[src/rtl/cpu16_pkg.sv]
// cpu16_pkg: shared constants, opcode and ALU encodings, control words.
// Assumes a fixed 16-bit instruction with a 3-bit opcode in bits 15:13.
package cpu16_pkg;

    localparam int XLEN  = 16;          // data path width
    localparam int AW    = 13;          // instruction and data word address width
    localparam int NREG  = 16;          // register file depth
    localparam int RIW   = $clog2(NREG);
    localparam int OFFW  = 6;           // branch offset magnitude width

    localparam logic [RIW-1:0] LOAD_DST  = RIW'(7);  // receives loaded data
    localparam logic [RIW-1:0] STORE_SRC = RIW'(8);  // supplies stored data

    typedef enum logic [2:0] {
        OPC_ARITH = 3'd0,
        OPC_JUMP  = 3'd1,
        OPC_LOAD  = 3'd2,
        OPC_STORE = 3'd3,
        OPC_NOP   = 3'd4,
        OPC_HALT  = 3'd5,
        OPC_BREQ  = 3'd6,
        OPC_BRNE  = 3'd7
    } opcode_e;

    typedef enum logic [1:0] {
        ALU_ADD = 2'd0,
        ALU_SUB = 2'd1,
        ALU_AND = 2'd2,
        ALU_OR  = 2'd3
    } alu_op_e;

    // Full 11-bit decode word, most significant member first.
    typedef struct packed {
        logic jump;
        logic beq;
        logic dread;
        logic dwrite;
        logic dsel;      // store data comes from the fixed source register
        logic rwsel;     // destination forced to the fixed load register
        logic bneq;
        logic rwrite;
        logic pcwrite;   // clear only for halt
        logic branch;
        logic abssel;    // next PC from the absolute address field
    } ctl_word_t;

    // Subset of the decode word that travels down the pipeline.
    typedef struct packed {
        logic jump;
        logic branch;
        logic beq;
        logic bneq;
        logic abssel;
        logic dread;
        logic dwrite;
        logic rwrite;
        logic halt;
    } ex_ctl_t;

    function automatic ctl_word_t ctl_of(input opcode_e op);
        case (op)
            OPC_ARITH: return ctl_word_t'(11'b000_0000_1100);
            OPC_JUMP:  return ctl_word_t'(11'b100_0000_0101);
            OPC_LOAD:  return ctl_word_t'(11'b001_0010_1100);
            OPC_STORE: return ctl_word_t'(11'b000_1100_0100);
            OPC_NOP:   return ctl_word_t'(11'b000_0000_0100);
            OPC_HALT:  return ctl_word_t'(11'b000_0000_0000);
            OPC_BREQ:  return ctl_word_t'(11'b010_0000_0110);
            default:   return ctl_word_t'(11'b000_0001_0110);
        endcase
    endfunction

endpackage

[src/rtl/cpu16_decode.sv]
// cpu16_decode: splits an instruction word into register indices, fields
// and the pipeline control subset. Purely combinational.
// Assumes the field layout fixed in cpu16_pkg; the low source field of the
// arithmetic form and both branch compare fields are 3 bits (registers 0-7).
module cpu16_decode
    import cpu16_pkg::*;
(
    input  logic [XLEN-1:0] ir,
    output ex_ctl_t         ctl,
    output logic [RIW-1:0]  ra_idx,
    output logic [RIW-1:0]  rb_idx,
    output logic [RIW-1:0]  rd_idx,
    output alu_op_e         alu_op,
    output logic [AW-1:0]   abs_addr,
    output logic            br_back,
    output logic [OFFW-1:0] br_off
);

    ctl_word_t cw;

    // Field extraction and register index selection.
    always_comb begin
        cw       = ctl_of(opcode_e'(ir[15:13]));
        ctl      = '{jump: cw.jump, branch: cw.branch, beq: cw.beq,
                     bneq: cw.bneq, abssel: cw.abssel, dread: cw.dread,
                     dwrite: cw.dwrite, rwrite: cw.rwrite,
                     halt: ~cw.pcwrite};
        if (cw.dsel)
            ra_idx = STORE_SRC;
        else if (cw.branch)
            ra_idx = {1'b0, ir[12:10]};
        else
            ra_idx = ir[8:5];
        rb_idx   = cw.branch ? {1'b0, ir[9:7]} : {1'b0, ir[4:2]};
        rd_idx   = cw.rwsel ? LOAD_DST : ir[12:9];
        alu_op   = alu_op_e'(ir[1:0]);
        abs_addr = ir[AW-1:0];
        br_back  = ir[6];
        br_off   = ir[OFFW-1:0];
    end

endmodule

[src/rtl/cpu16_regfile.sv]
// cpu16_regfile: register file with two read ports and one write port.
// Entry 0 is hard zero. A write is bypassed to a read of the same index in
// the same cycle, so a value is visible the cycle it is written.
module cpu16_regfile #(
    parameter int W = 16,
    parameter int N = 16,
    localparam int IW = $clog2(N)
) (
    input  logic          clk,
    input  logic          rst_n,
    input  logic [IW-1:0] ra_idx,
    input  logic [IW-1:0] rb_idx,
    output logic [W-1:0]  ra_data,
    output logic [W-1:0]  rb_data,
    input  logic          we,
    input  logic [IW-1:0] wa,
    input  logic [W-1:0]  wd
);

    logic [W-1:0] regs [N];

    // Storage update; reset clears every entry.
    always_ff @(posedge clk) begin
        if (!rst_n) begin
            for (int i = 0; i < N; i++) regs[i] <= '0;
        end else if (we && wa != '0) begin
            regs[wa] <= wd;
        end
    end

    // Read with write-before-read bypass and hard zero at index 0.
    always_comb begin
        ra_data = (we && wa == ra_idx) ? wd : regs[ra_idx];
        rb_data = (we && wa == rb_idx) ? wd : regs[rb_idx];
        if (ra_idx == '0) ra_data = '0;
        if (rb_idx == '0) rb_data = '0;
    end

endmodule

[src/rtl/cpu16_alu.sv]
// cpu16_alu: two-operand add, subtract, AND, OR; results wrap at W bits.
module cpu16_alu
    import cpu16_pkg::*;
#(
    parameter int W = 16
) (
    input  alu_op_e       op,
    input  logic [W-1:0]  a,
    input  logic [W-1:0]  b,
    output logic [W-1:0]  y
);

    // Operation select.
    always_comb begin
        case (op)
            ALU_ADD: y = a + b;
            ALU_SUB: y = a - b;
            ALU_AND: y = a & b;
            default: y = a | b;
        endcase
    end

endmodule

[src/rtl/cpu16_core.sv]
// cpu16_core: five-stage in-order 16-bit core (fetch, decode, execute,
// memory, writeback). Branches and jumps resolve in execute and squash the
// two younger stages. A halt in execute squashes them too and stops fetch.
// Assumes software spacing for all data hazards: no interlock, no forwarding.
// Both memories are external; data reads are combinational.
module cpu16_core
    import cpu16_pkg::*;
(
    input  logic            clk,
    input  logic            rst_n,
    output logic [AW-1:0]   imem_addr,
    input  logic [XLEN-1:0] imem_rdata,
    output logic [AW-1:0]   dmem_addr,
    output logic            dmem_re,
    output logic            dmem_we,
    output logic [XLEN-1:0] dmem_wdata,
    input  logic [XLEN-1:0] dmem_rdata,
    output logic            wb_valid,
    output logic [RIW-1:0]  wb_reg,
    output logic [XLEN-1:0] wb_data,
    output logic            halted
);

    // ---- fetch state ----
    logic [AW-1:0]   pc;
    logic            stopped;
    // ---- fetch/decode ----
    logic            fd_v;
    logic [AW-1:0]   fd_pc;
    logic [XLEN-1:0] fd_ir;
    // ---- decode outputs ----
    ex_ctl_t         id_ctl;
    logic [RIW-1:0]  id_ra, id_rb, id_rd;
    alu_op_e         id_op;
    logic [AW-1:0]   id_addr;
    logic            id_back;
    logic [OFFW-1:0] id_off;
    logic [XLEN-1:0] id_a, id_b;
    // ---- decode/execute ----
    logic            de_v;
    ex_ctl_t         de_c;
    logic [AW-1:0]   de_pc, de_addr;
    logic [XLEN-1:0] de_a, de_b;
    logic [RIW-1:0]  de_rd;
    alu_op_e         de_op;
    logic            de_back;
    logic [OFFW-1:0] de_off;
    // ---- execute ----
    logic [XLEN-1:0] ex_res;
    logic            ex_take, ex_redirect, ex_halt;
    logic [AW-1:0]   ex_seq, ex_brtgt, ex_target;
    // ---- execute/memory ----
    logic            em_v, em_dread, em_dwrite, em_rwrite, em_halt;
    logic [XLEN-1:0] em_res, em_sdata;
    logic [RIW-1:0]  em_rd;
    logic [AW-1:0]   em_addr;
    // ---- memory/writeback ----
    logic            mw_v, mw_rwrite, mw_halt;
    logic [RIW-1:0]  mw_rd;
    logic [XLEN-1:0] mw_data;
    logic            halted_q;

    // PC: restart at 0, freeze on halt, redirect on taken control flow.
    always_ff @(posedge clk) begin
        if (!rst_n) begin
            pc      <= '0;
            stopped <= 1'b0;
        end else if (ex_halt) begin
            stopped <= 1'b1;
        end else if (ex_redirect) begin
            pc <= ex_target;
        end else if (!stopped) begin
            pc <= pc + AW'(1);
        end
    end

    assign imem_addr = pc;

    // Fetch/decode register; squashed by redirect, halt or a stopped PC.
    always_ff @(posedge clk) begin
        if (!rst_n || ex_redirect || ex_halt || stopped) begin
            fd_v <= 1'b0;
        end else begin
            fd_v  <= 1'b1;
            fd_pc <= pc;
            fd_ir <= imem_rdata;
        end
    end

    cpu16_decode u_dec (
        .ir       (fd_ir),
        .ctl      (id_ctl),
        .ra_idx   (id_ra),
        .rb_idx   (id_rb),
        .rd_idx   (id_rd),
        .alu_op   (id_op),
        .abs_addr (id_addr),
        .br_back  (id_back),
        .br_off   (id_off)
    );

    cpu16_regfile #(.W(XLEN), .N(NREG)) u_rf (
        .clk     (clk),
        .rst_n   (rst_n),
        .ra_idx  (id_ra),
        .rb_idx  (id_rb),
        .ra_data (id_a),
        .rb_data (id_b),
        .we      (wb_valid),
        .wa      (wb_reg),
        .wd      (wb_data)
    );

    // Decode/execute register; the decode slot is squashed on redirect or halt.
    always_ff @(posedge clk) begin
        if (!rst_n) begin
            de_v <= 1'b0;
        end else begin
            de_v    <= fd_v && !ex_redirect && !ex_halt;
            de_c    <= id_ctl;
            de_pc   <= fd_pc;
            de_addr <= id_addr;
            de_a    <= id_a;
            de_b    <= id_b;
            de_rd   <= id_rd;
            de_op   <= id_op;
            de_back <= id_back;
            de_off  <= id_off;
        end
    end

    cpu16_alu #(.W(XLEN)) u_alu (
        .op (de_op),
        .a  (de_a),
        .b  (de_b),
        .y  (ex_res)
    );

    // Branch decision and next-PC computation.
    always_comb begin
        ex_take     = de_c.branch &&
                      ((de_c.beq && de_a == de_b) || (de_c.bneq && de_a != de_b));
        ex_redirect = de_v && (de_c.jump || ex_take);
        ex_halt     = de_v && de_c.halt;
        ex_seq      = de_pc + AW'(1);
        ex_brtgt    = de_back ? ex_seq - AW'(de_off) : ex_seq + AW'(de_off);
        ex_target   = de_c.abssel ? de_addr : ex_brtgt;
    end

    // Execute/memory register.
    always_ff @(posedge clk) begin
        if (!rst_n) begin
            em_v <= 1'b0;
        end else begin
            em_v      <= de_v;
            em_dread  <= de_c.dread;
            em_dwrite <= de_c.dwrite;
            em_rwrite <= de_c.rwrite;
            em_halt   <= de_c.halt;
            em_res    <= ex_res;
            em_sdata  <= de_a;
            em_rd     <= de_rd;
            em_addr   <= de_addr;
        end
    end

    assign dmem_addr  = em_addr;
    assign dmem_re    = em_v && em_dread;
    assign dmem_we    = em_v && em_dwrite;
    assign dmem_wdata = em_sdata;

    // Memory/writeback register; selects load data or the ALU result.
    always_ff @(posedge clk) begin
        if (!rst_n) begin
            mw_v <= 1'b0;
        end else begin
            mw_v      <= em_v;
            mw_rwrite <= em_rwrite;
            mw_halt   <= em_halt;
            mw_rd     <= em_rd;
            mw_data   <= em_dread ? dmem_rdata : em_res;
        end
    end

    // Sticky halt indication once halt has passed writeback.
    always_ff @(posedge clk) begin
        if (!rst_n) halted_q <= 1'b0;
        else if (mw_v && mw_halt) halted_q <= 1'b1;
    end

    assign wb_valid = mw_v && mw_rwrite && (mw_rd != '0);
    assign wb_reg   = mw_rd;
    assign wb_data  = mw_data;
    assign halted   = halted_q || (mw_v && mw_halt);

endmodule

[config.mk]
export PLATFORM = sky130hd
export DESIGN_NAME = cpu16_core
export DESIGN_NICKNAME = d
export VERILOG_FILES = /design/src/rtl/cpu16_pkg.sv /design/src/rtl/cpu16_decode.sv /design/src/rtl/cpu16_regfile.sv /design/src/rtl/cpu16_alu.sv /design/src/rtl/cpu16_core.sv
export SDC_FILE = /design/constraint.sdc
export NUM_CORES = 1
export LEC_CHECK = 0
export ABC_AREA = 1
export BUFFER_PORTS_ARGS = -buffer_cell sky130_fd_sc_hd__buf_4
export CELL_PAD_IN_SITES_DETAIL_PLACEMENT = 2
export CELL_PAD_IN_SITES_GLOBAL_PLACEMENT = 2
export CORE_ASPECT_RATIO = 1.1
export CORE_UTILIZATION = 36
export DETAILED_ROUTE_END_ITERATION = 8
export GPL_TIMING_DRIVEN = 1
export HOLD_SLACK_MARGIN = 0.05
export PLACE_DENSITY = 0.79
export REMOVE_ABC_BUFFERS = 1
export SLEW_MARGIN = 20
export SYNTH_ARGS = -nofsm -noshare
export SYNTH_HDL_FRONTEND = slang
export SYNTH_SLANG_ARGS = --single-unit
[constraint.sdc]
create_clock -name clk -period 3.51 [get_ports clk]
set_input_delay 0.5265 -clock clk [delete_from_list [all_inputs] [get_ports clk]]
set_output_delay 0.5265 -clock clk [all_outputs]
set_load 0.05 [all_outputs]
* Word-level counts from Yosys, hierarchy flattened *
Memory sizes are Yosys's and may differ from the RTL's. A register that Yosys moved wholly into a read port is not among the register bits.
Cells that the tools add are included.

word-level totals
  flip-flop bits (word level) = 171
  bits in writable memories = 256
  output and inout bits = 66
  logic and storage cells = 105
  memories kept = 1

operators by class
  add/sub/neg operators = 6
  equality and inequality tests = 11
  mux-type cells = 18
  bitwise operators = 4
  reductions and logical operators = 29

memory list
  memory     words  bits a word  read ports  clocked after memory_dff  write ports  RTL line             RTL
  u_rf.regs  16     16           2           2                         16           cpu16_regfile.sv:20  logic [W-1:0] regs [N];

operator list
  cell                   number
  $pmux 11 s7            1
  $mux 13                4
  $pmux 16 s3            1
  $mux 16                2
  $add 13x1->13 const B  2
  $add 16x16->16         1
  $and 16x16->16         1
  $eq 16x16->1           1
  $ne 16x16->1           1
  $or 16x16->16          1
  $reduce_or 16->1       1
  $sub 16x16->16         1
  $add 13x6->13          1
  $logic_and 1x1->1      13
  $sub 13x6->13          1
  $mux 4                 3
  $eq 3x3->1 const B     3
  $logic_not 4->1        2
  $eq 3x2->1 const B     2
  $logic_or 1x1->1       6
  $mux 1                 6
  $reduce_bool 4->1      1
  $eq 3x1->1 const B     1
  $logic_not 1->1        3
  other kinds (8)        9

* Logic depth before layout (Yosys ltp) *
Gate-level depths: netlist (run 1).

  depth in word-level cells = 10
  gate-level depth with buffers = 21
  gate-level depth less buffers = 20

* Modules after synthesis *
Synthesis (run 1) repeated with hierarchy kept, for this count alone.

unflattened totals
  cells, all modules = 3126
  area total of the unflattened synthesis = 25690.9 um2

by module, submodules not included
  module         times used  cells each  area each (um2)  sequential area each (um2)
  cpu16_regfile  1           2088        15327.2          7687.4
  cpu16_core     1           665         8374.3           5905.7
  cpu16_alu      1           303         1601.5           0.0
  cpu16_decode   1           70          387.9            0.0

* Worst setup path after synthesis (run 1) *
Ideal clock, no wire load.

  kind = register to register
  from = register de_a[11] (read register of u_rf.regs)
  to = register fd_ir[0], enable pin
  data arrival time = 3.066 ns
  data required time = 3.094 ns
  path slack = 0.028 ns
  cell stages (with the launch flop) = 14
  period minus slack after synthesis = 3.482 ns
  cells stage by stage = edfxtp_1 > inv_1 > ha_1 > buf_2 > nor2_2 > nand2_1 > nor2_2 > nand3_1 > nand3_1 > nand2_1 > nand2_2 > buf_2 > nand2_1 > nor2_1

between the ends
  cells in the longest elaborated chain, start to end = 9

RTL lines
  what                                          RTL line           RTL
  start, declared                               cpu16_core.sv:43   logic [XLEN-1:0] de_a, de_b;
  $eq 16x16->1 or $ne 16x16->1 (tied branches)  cpu16_core.sv:142  ((de_c.beq && de_a == de_b) || (de_c.bneq && de_a != de_b));
  $logic_and 1x1->1                             cpu16_core.sv:142
  $logic_or 1x1->1 (*)                          cpu16_core.sv:142
  $logic_and 1x1->1 (*)                         cpu16_core.sv:141  ex_take = de_c.branch &&
  $logic_or 1x1->1 (*)                          cpu16_core.sv:143  ex_redirect = de_v && (de_c.jump || ex_take);
  $logic_and 1x1->1 (*)                         cpu16_core.sv:143
  $logic_or 1x1->1 (*) (3 in series)            cpu16_core.sv:81   if (!rst_n || ex_redirect || ex_halt || stopped) begin
  end signal, assigned                          cpu16_core.sv:86   fd_ir <= imem_rdata;
  end, declared                                 cpu16_core.sv:30   logic [XLEN-1:0] fd_ir;

Every way passes the cells marked *; elsewhere a longest branch is shown, timed or not.
A chain may end at the register's enable or synchronous reset.

==> results.py, run 1 <==
metrics = {
    "placed_design": {
        "dpl.hpwl_um": 60300,
        "worst_setup_slack_before_clock_tree_synthesis_ns": 0.331,
        "port-buffer-count": 99,
        "gp_routability_congestion": 0.865,
    },
    "finish": {
        "largest_register": "u_rf.regs",
        "postLayoutCoreUtil_pct": 41.6,
        "largest_register_ff_count": 256,
        "diodes": 0,
        "most_common_library_cell_in_the_layout_ignoring_fill_and_taps": "sky130_fd_sc_hd__nor2_1",
        "filler_cell_count": 7020,
        "layout_nets": 2798,
        "final_cell_mix": "sky130_fd_sc_hd__nor2_1, sky130_fd_sc_hd__nand2_1, sky130_fd_sc_hd__edfxtp_1, sky130_fd_sc_hd__inv_1, sky130_fd_sc_hd__o21ai_0",
        "area_of_the_multi_input_gates_mm2": 0.00879,
        "final_layout_size_suffix_gt1_share_pct": 10.9,
        "area.sequential_mm2": 0.0133,
        "area_growth_from_synthesis_to_layout_pct": 14.3,
    },
    "critical_path": {
        "critical_path.cell_chain": "nand2_2 -> inv_2 -> a21oi_4 -> buf_4 -> nand2_1 -> nand3_1 -> nor2_1 -> nand3_2 -> buf_4 -> nand3_1 -> nor2_1 -> nor2_1",
        "cp.required_ns": 3.86,
        "start_kind": "flip-flop",
        "rr_startpoint": "fd_ir[14]$_DFFE_PP_",
        "cp_data_arrival_time_ns": 3.59,
        "timing.critical_path.depth": 12,
        "worst-setup-path-type": "reg -> reg",
        "critical_path_s_top_delay_family": "simple AND/OR/NAND/NOR gates",
        "critPathSlowestCell": "sky130_fd_sc_hd__edfxtp_1",
        "worstPathMaxFanout": 20,
        "path_buf_inv": 3,
        "endpoint_kind": "flip-flop",
        "worst_path_most_repeated_cell": "sky130_fd_sc_hd__nor2_1",
        "cp_slowest_stage_delay_ns": 0.48,
        "rr_worst_depth": 12,
        "timing.reg2reg.setup_slack_ns": 0.27,
        "critical_path.reg2reg.endpoint": "de_a[14]$_SDFFCE_PN0P_",
    },
    "clock_tree": {
        "cts_inserted_buffers": 53,
        "clock-sinks": 449,
        "cts_tree": "yes",
        "clock-root-buffer": "sky130_fd_sc_hd__clkbuf_16",
        "worst_setup_hold_path_clk_slew_ns": 0.06,
        "post_cts_repair_setup_buffers": 0,
        "ctsHoldBuffers": 0,
        "worst_skew_pair.late_latency_ns": 0.62,
        "clockBufferDepth": 3,
        "cts.repair.resized": 0,
        "clock_tree.htree_level_count": 2,
    },
    "floorplan": {
        "boundaryPins": 100,
        "floorplan.initialDensity_pct": 36.4,
        "chipWidth_um": 246,
        "fp.dieArea_mm2": 0.0667,
        "rows": 98,
        "die_y_um": 271,
        "core_area_mm2": 0.0650,
    },
    "route": {
        "initialDrtViolationCount": 1251,
        "vias_per_cell": 5.45,
        "detailed_route_wire_length_per_cell_um": 24.4,
        "drtPass1Iterations": 5,
        "total_via_count_in_the_routed_design": 19549,
        "totalWireLength_um": 87400,
        "drt.antenna.violating_nets": 0,
        "drc_errors": 0,
    },
    "logic_synthesis": {
        "netlist_area_mm2": 0.0237,
        "synth.lib_cells_used.distinct": 49,
        "synth-warning-count": 0,
        "post_syn_area_per_cell_um2": 9.06,
        "number_of_enable_flip_flop_cells_after_synthesis": 430,
        "share_of_the_yosys_chip_area_belonging_to_registers_pct": 56.2,
        "synthCells": 2611,
        "dominantRegCellSynth": "sky130_fd_sc_hd__edfxtp_1",
        "async_flop_share_pct": 0,
        "postSynthRegisterBits": 449,
    },
    "power_and_ir_drop": {
        "power.total_w": 0.0156,
        "cellPowerDensity_mw_per_mm2": 576,
        "power_leakage_nw": 11.4,
        "ir_worst_vdd_mv": 0.379,
    },
    "worst_hold_path": {
        "hold-path-cell-count": 1,
        "hp-class": "in -> reg",
        "hold_path.startpoint": "imem_rdata[7]",
        "hold_path_end": "fd_ir[7]$_DFFE_PP_",
    },
    "global_routing": {
        "grt_pass1_vias": 21861,
        "global_route.usage.total_pct": 26.2,
        "antenna_found_initial": 0,
        "grt_overflow_total": 0,
        "grt_pass1_wl_um": 132000,
        "grt_start_max_net_pins": 87,
    },
    "timing": {
        "maxSlewViolCount": 0,
        "fin_setup_tns_ns": 0,
        "finalSetupViolations": 0,
        "tightest_slew_ns": 1.07,
        "slew_headroom_pct": 28.7,
        "finClkSkew_ns": 0.0291,
        "post-route-period-util_pct": 92.2,
        "timing_hold_violations_final": 0,
        "finalWorstPathRequiredPeriod_ns": 3.24,
        "rsz0062_at_grt": "false",
        "max_freq_mhz": 309,
        "setup_ws_ns": 0.274,
        "hold-worst-slack_ns": 0.0907,
    },
    "status": {
        "status": "completed",
    },
    "job": {
        "max-cap-violations": 0,
    },
}
-- how the worst max path moves through the flow --
stage               slack [ns]                endpoint                start
floorplan                -1.21   de_a[0]$_SDFFCE_PN0P_  fd_ir[14]$_DFFE_PP_
global placement          0.42   de_a[8]$_SDFFCE_PN0P_  fd_ir[14]$_DFFE_PP_
detailed placement        0.33  de_a[14]$_SDFFCE_PN0P_  fd_ir[14]$_DFFE_PP_
CTS                       0.26  de_a[14]$_SDFFCE_PN0P_  fd_ir[14]$_DFFE_PP_
global route              0.10  de_a[14]$_SDFFCE_PN0P_  fd_ir[14]$_DFFE_PP_
finish                    0.27  de_a[14]$_SDFFCE_PN0P_  fd_ir[14]$_DFFE_PP_
-- cell families (layout without fill, tap and decap cells) --
logic type	Yosys count	count (layout)	synth area share, %
buf+inv	390	500	6.93
compound gates	418	418	9.69
xor+xnor	26	26	0.963
flops	449	449	56.2
other cells	1	16	0.0159
mux	16	16	0.762
fa+ha+maj	68	68	3.69
simple gates	1243	1243	21.8
-- routing by layer --
layer	GRT usage, %	share of wire (%)
met1	31.5	41
met5	0	0
met4	9.62	3.4
met3	3.27	3.9
met2	47.4	52
-- where the power goes --
| group | internal (W) | switching (W) | total, W |
|---|---|---|---|
| logic | 0.000953 | 0.00249 | 0.00345 |
| registers | 0.00629 | 0.000273 | 0.00657 |
| clock network | 0.00325 | 0.00231 | 0.00555 |
| total | 0.0105 | 0.00507 | 0.0156 |
-- stage by stage --
stage | cell area, um2 | cells
after floorplan | 23000 | 2490
after global placement | 25300 | 3491
after detailed placement | 25300 | 3491
after CTS | 27000 | 3586
after global routing | 27000 | 3586
final | 27000 | 3586
-- cells in the mapped netlist (all sizes together) (3+ instances only) --
library cell    n  area [um2]
nor2          548        2100
nand2         468        1810
edfxtp        430       12900
inv           254         953
o21ai         217        1120
nand3         186         963
a21oi         118         602
buf            81         477
ha             65         813
clkbuf         55         210
o22ai          34         213
xor2           24         210
a31oi          19         119
dfxtp          19         380
mux2           16         180
o211ai         14         105
nor3           12        82.6
nand4          10        62.6
or2             8        50.1
nand3b          5        37.5
o21bai          5        37.5
a21boi          3        22.5
a32o            3        30.0
fa              3        60.1
-- layout make-up --
| type | count | area share, % |
|---|---|---|
| Inverter | 254 | 3.53 |
| Tap cell | 850 | 3.93 |
| Timing Repair Buffer | 151 | 4.58 |
| Sequential cell | 449 | 49.2 |
| Multi-Input combinational cell | 1787 | 32.5 |
| Clock inverter | 29 | 1.12 |
| Clock buffer | 66 | 5.16 |
Note: power is estimated with default switching activity, not from simulation.
==> inputs of run 2 (changes only) <==
- PLACE_DENSITY: 0.79 -> default
- PLACE_DENSITY_LB_ADDON: default -> 0.1
- clock period: 3.51 -> 2.9 ns (I/O delays scaled with it)
==> run 2 against run 1 <==
Clock skew is 0.0033 ns lower. Total power is 22% higher. Via count is 0.54% higher. Hold slack improved by 0.048 ns. Sequential share of layout area fell by 1.4 points. Maximum frequency increased by 17%. Largest cell class unchanged. Register-to-register slack worse by 0.14 ns. Sequential power increased by 21%. First-iteration DRC count decreased by 24%. Routed wire length increased by 2.5%.
==> results.py, run 2 (synthesis results as in run 1) <==
metrics = {
    "route": {
        "total_via_count_in_the_routed_design": 19654,
        "initialDrtViolationCount": 956,
        "vias_per_cell": 5.36,
        "totalWireLength_um": 89600,
        "drtPass1Iterations": 5,
        "drt.antenna.violating_nets": 0,
        "detailed_route_wire_length_per_cell_um": 24.4,
        "drc_errors": 0,
    },
    "floorplan": {
        "chipWidth_um": 246,
        "core_area_mm2": 0.0650,
        "die_y_um": 271,
        "boundaryPins": 100,
        "floorplan.initialDensity_pct": 36.4,
        "fp.dieArea_mm2": 0.0667,
        "rows": 98,
    },
    "placed_design": {
        "gp_routability_congestion": 0.847,
        "worst_setup_slack_before_clock_tree_synthesis_ns": -0.0722,
        "dpl-instance-area_mm2": 0.0259,
        "port-buffer-count": 99,
        "dpl.hpwl_um": 63200,
    },
    "clock_tree": {
        "cts_inserted_buffers": 52,
        "clock-sinks": 449,
        "clock-root-buffer": "sky130_fd_sc_hd__clkbuf_16",
        "worst_setup_hold_path_clk_slew_ns": 0.06,
        "cts_tree": "yes",
        "clock_tree.htree_level_count": 2,
        "worst_skew_pair.late_latency_ns": 0.62,
        "clockBufferDepth": 3,
    },
    "critical_path": {
        "start_kind": "flip-flop",
        "worst-setup-path-type": "reg -> reg",
        "worstPathMaxFanout": 5,
        "cp.required_ns": 3.43,
        "endpoint_kind": "flip-flop",
        "cp_data_arrival_time_ns": 3.29,
    },
    "finish": {
        "layout_nets": 2878,
        "largest_register": "u_rf.regs",
        "largest_register_ff_count": 256,
        "diodes": 0,
        "filler_cell_count": 7008,
        "most_common_library_cell_in_the_layout_ignoring_fill_and_taps": "sky130_fd_sc_hd__nor2_1",
        "area_growth_from_synthesis_to_layout_pct": 17.5,
        "design_area_mm2": 0.0278,
        "final_cell_mix": "sky130_fd_sc_hd__nor2_1, sky130_fd_sc_hd__nand2_1, sky130_fd_sc_hd__edfxtp_1, sky130_fd_sc_hd__inv_1, sky130_fd_sc_hd__buf_4",
        "final_layout_size_suffix_gt1_share_pct": 13.3,
    },
    "global_routing": {
        "met3_usage_pct": 2.60,
        "global_route.usage.met1_pct": 33.7,
        "grt_overflow_total": 0,
        "grt_pass1_vias": 21887,
        "grt_start_max_net_pins": 117,
        "grt_pass1_wl_um": 134000,
        "global_route.usage.total_pct": 26.9,
        "grt.met2_usage_pct": 47.8,
        "antenna_found_initial": 0,
        "top_usage_layer": "met2",
    },
    "power_and_ir_drop": {
        "power_share_of_the_clock_group_pct": 34.7,
        "switching_share_pct": 32.8,
        "p_int_w": 0.0127,
        "cellPowerDensity_mw_per_mm2": 680,
        "ir_worst_vdd_mv": 0.598,
        "power_frac_seq_pct": 41.9,
        "power.net_switching_w": 0.00620,
        "power.total_w": 0.0189,
        "comb_power_share_pct": 23.4,
        "power_leakage_nw": 11.8,
    },
    "timing": {
        "slew_headroom_pct": 27.2,
        "maxSlewViolCount": 0,
        "max_freq_mhz": 362,
        "timing_hold_violations_final": 0,
        "tightest_slew_ns": 1.09,
        "fin_setup_tns_ns": 0,
        "rsz0062_at_grt": "true",
        "finClkSkew_ns": 0.0258,
        "finalWorstPathRequiredPeriod_ns": 2.76,
        "post-route-period-util_pct": 95.3,
        "setup_ws_ns": 0.135,
        "finalSetupViolations": 0,
    },
    "worst_hold_path": {
        "hp-class": "in -> reg",
    },
    "status": {
        "status": "completed",
    },
    "job": {
        "max-cap-violations": 0,
    },
}
run 2: what timing repair did:
action	in CTS	in global routing
setup endpoints to repair	33	42
setup buffers	0	4
hold endpoints to repair	16	0
hold buffers	16	0
resized for setup	4	12
run 2: critical path: stages (launching register included):
cell and delay (ns):
sky130_fd_sc_hd__edfxtp_1 0.45, sky130_fd_sc_hd__inv_1 0.13, sky130_fd_sc_hd__ha_1 0.24, sky130_fd_sc_hd__nor2_1 0.08
sky130_fd_sc_hd__xnor2_1 0.21, sky130_fd_sc_hd__ha_1 0.33, sky130_fd_sc_hd__a21oi_1 0.23, sky130_fd_sc_hd__nand2_1 0.21
sky130_fd_sc_hd__nand2_1 0.11, sky130_fd_sc_hd__nand2_1 0.06, sky130_fd_sc_hd__o22ai_1 0.25, sky130_fd_sc_hd__nand3_1 0.12
sky130_fd_sc_hd__nand2_1 0.09, sky130_fd_sc_hd__nand2_1 0.05, sky130_fd_sc_hd__a21oi_1 0.13
run 2: worst paths after layout:
kind                                      startpoint                         to  slack [ns]  cells after the start
worst max-delay path            de_addr[1]$_DFFE_PP_  imem_addr[3]$_SDFFE_PN0P_        0.14                     14
worst min-delay path                  dmem_rdata[12]      wb_data[12]$_DFFE_PP_        0.14                      2
worst max register to register  de_addr[1]$_DFFE_PP_  imem_addr[3]$_SDFFE_PN0P_        0.14                     14
worst min register to register    em_rd[1]$_DFFE_PP_        wb_reg[1]$_DFFE_PP_        0.42                      0
run 2: cell type report:
class	count	area, um2	area share, %
clock inverter	30	289	1.04
multi-input combinational	1787	8840	31.8
inverter	254	953	3.43
sequential	449	13300	47.8
timing repair buffer	232	2000	7.19
tap	850	1060	3.83
clock buffer	63	1360	4.91
run 2: power groups by stage:
stage | clock network, W | logic, W | registers, W
2_1_floorplan | 0 | 0.00222 | 0.00820
3_3_place_gp | 0 | 0.00421 | 0.00804
3_5_place_dp | 0 | 0.00439 | 0.00807
4_1_cts | 0.00669 | 0.00444 | 0.00794
5_1_grt | 0.00691 | 0.00482 | 0.00797
6_report | 0.00655 | 0.00443 | 0.00793
run 2: per-layer routing:
layer | share of wire (%) | wire length [um]
met3 | 3.1 | 2760
met5 | 0 | 0
met1 | 42 | 38000
met2 | 51 | 45700
met4 | 3.5 | 3100
run 2: metrics by stage:
stage	util [%]	hold WS [ns]	std cells
floorplan	-	0.400	2490
global placement	39.9	0.402	3552
detailed placement	39.9	0.407	3552
CTS	42.7	0.103	3661
global route	42.8	0.122	3665
finish	42.8	0.138	3665
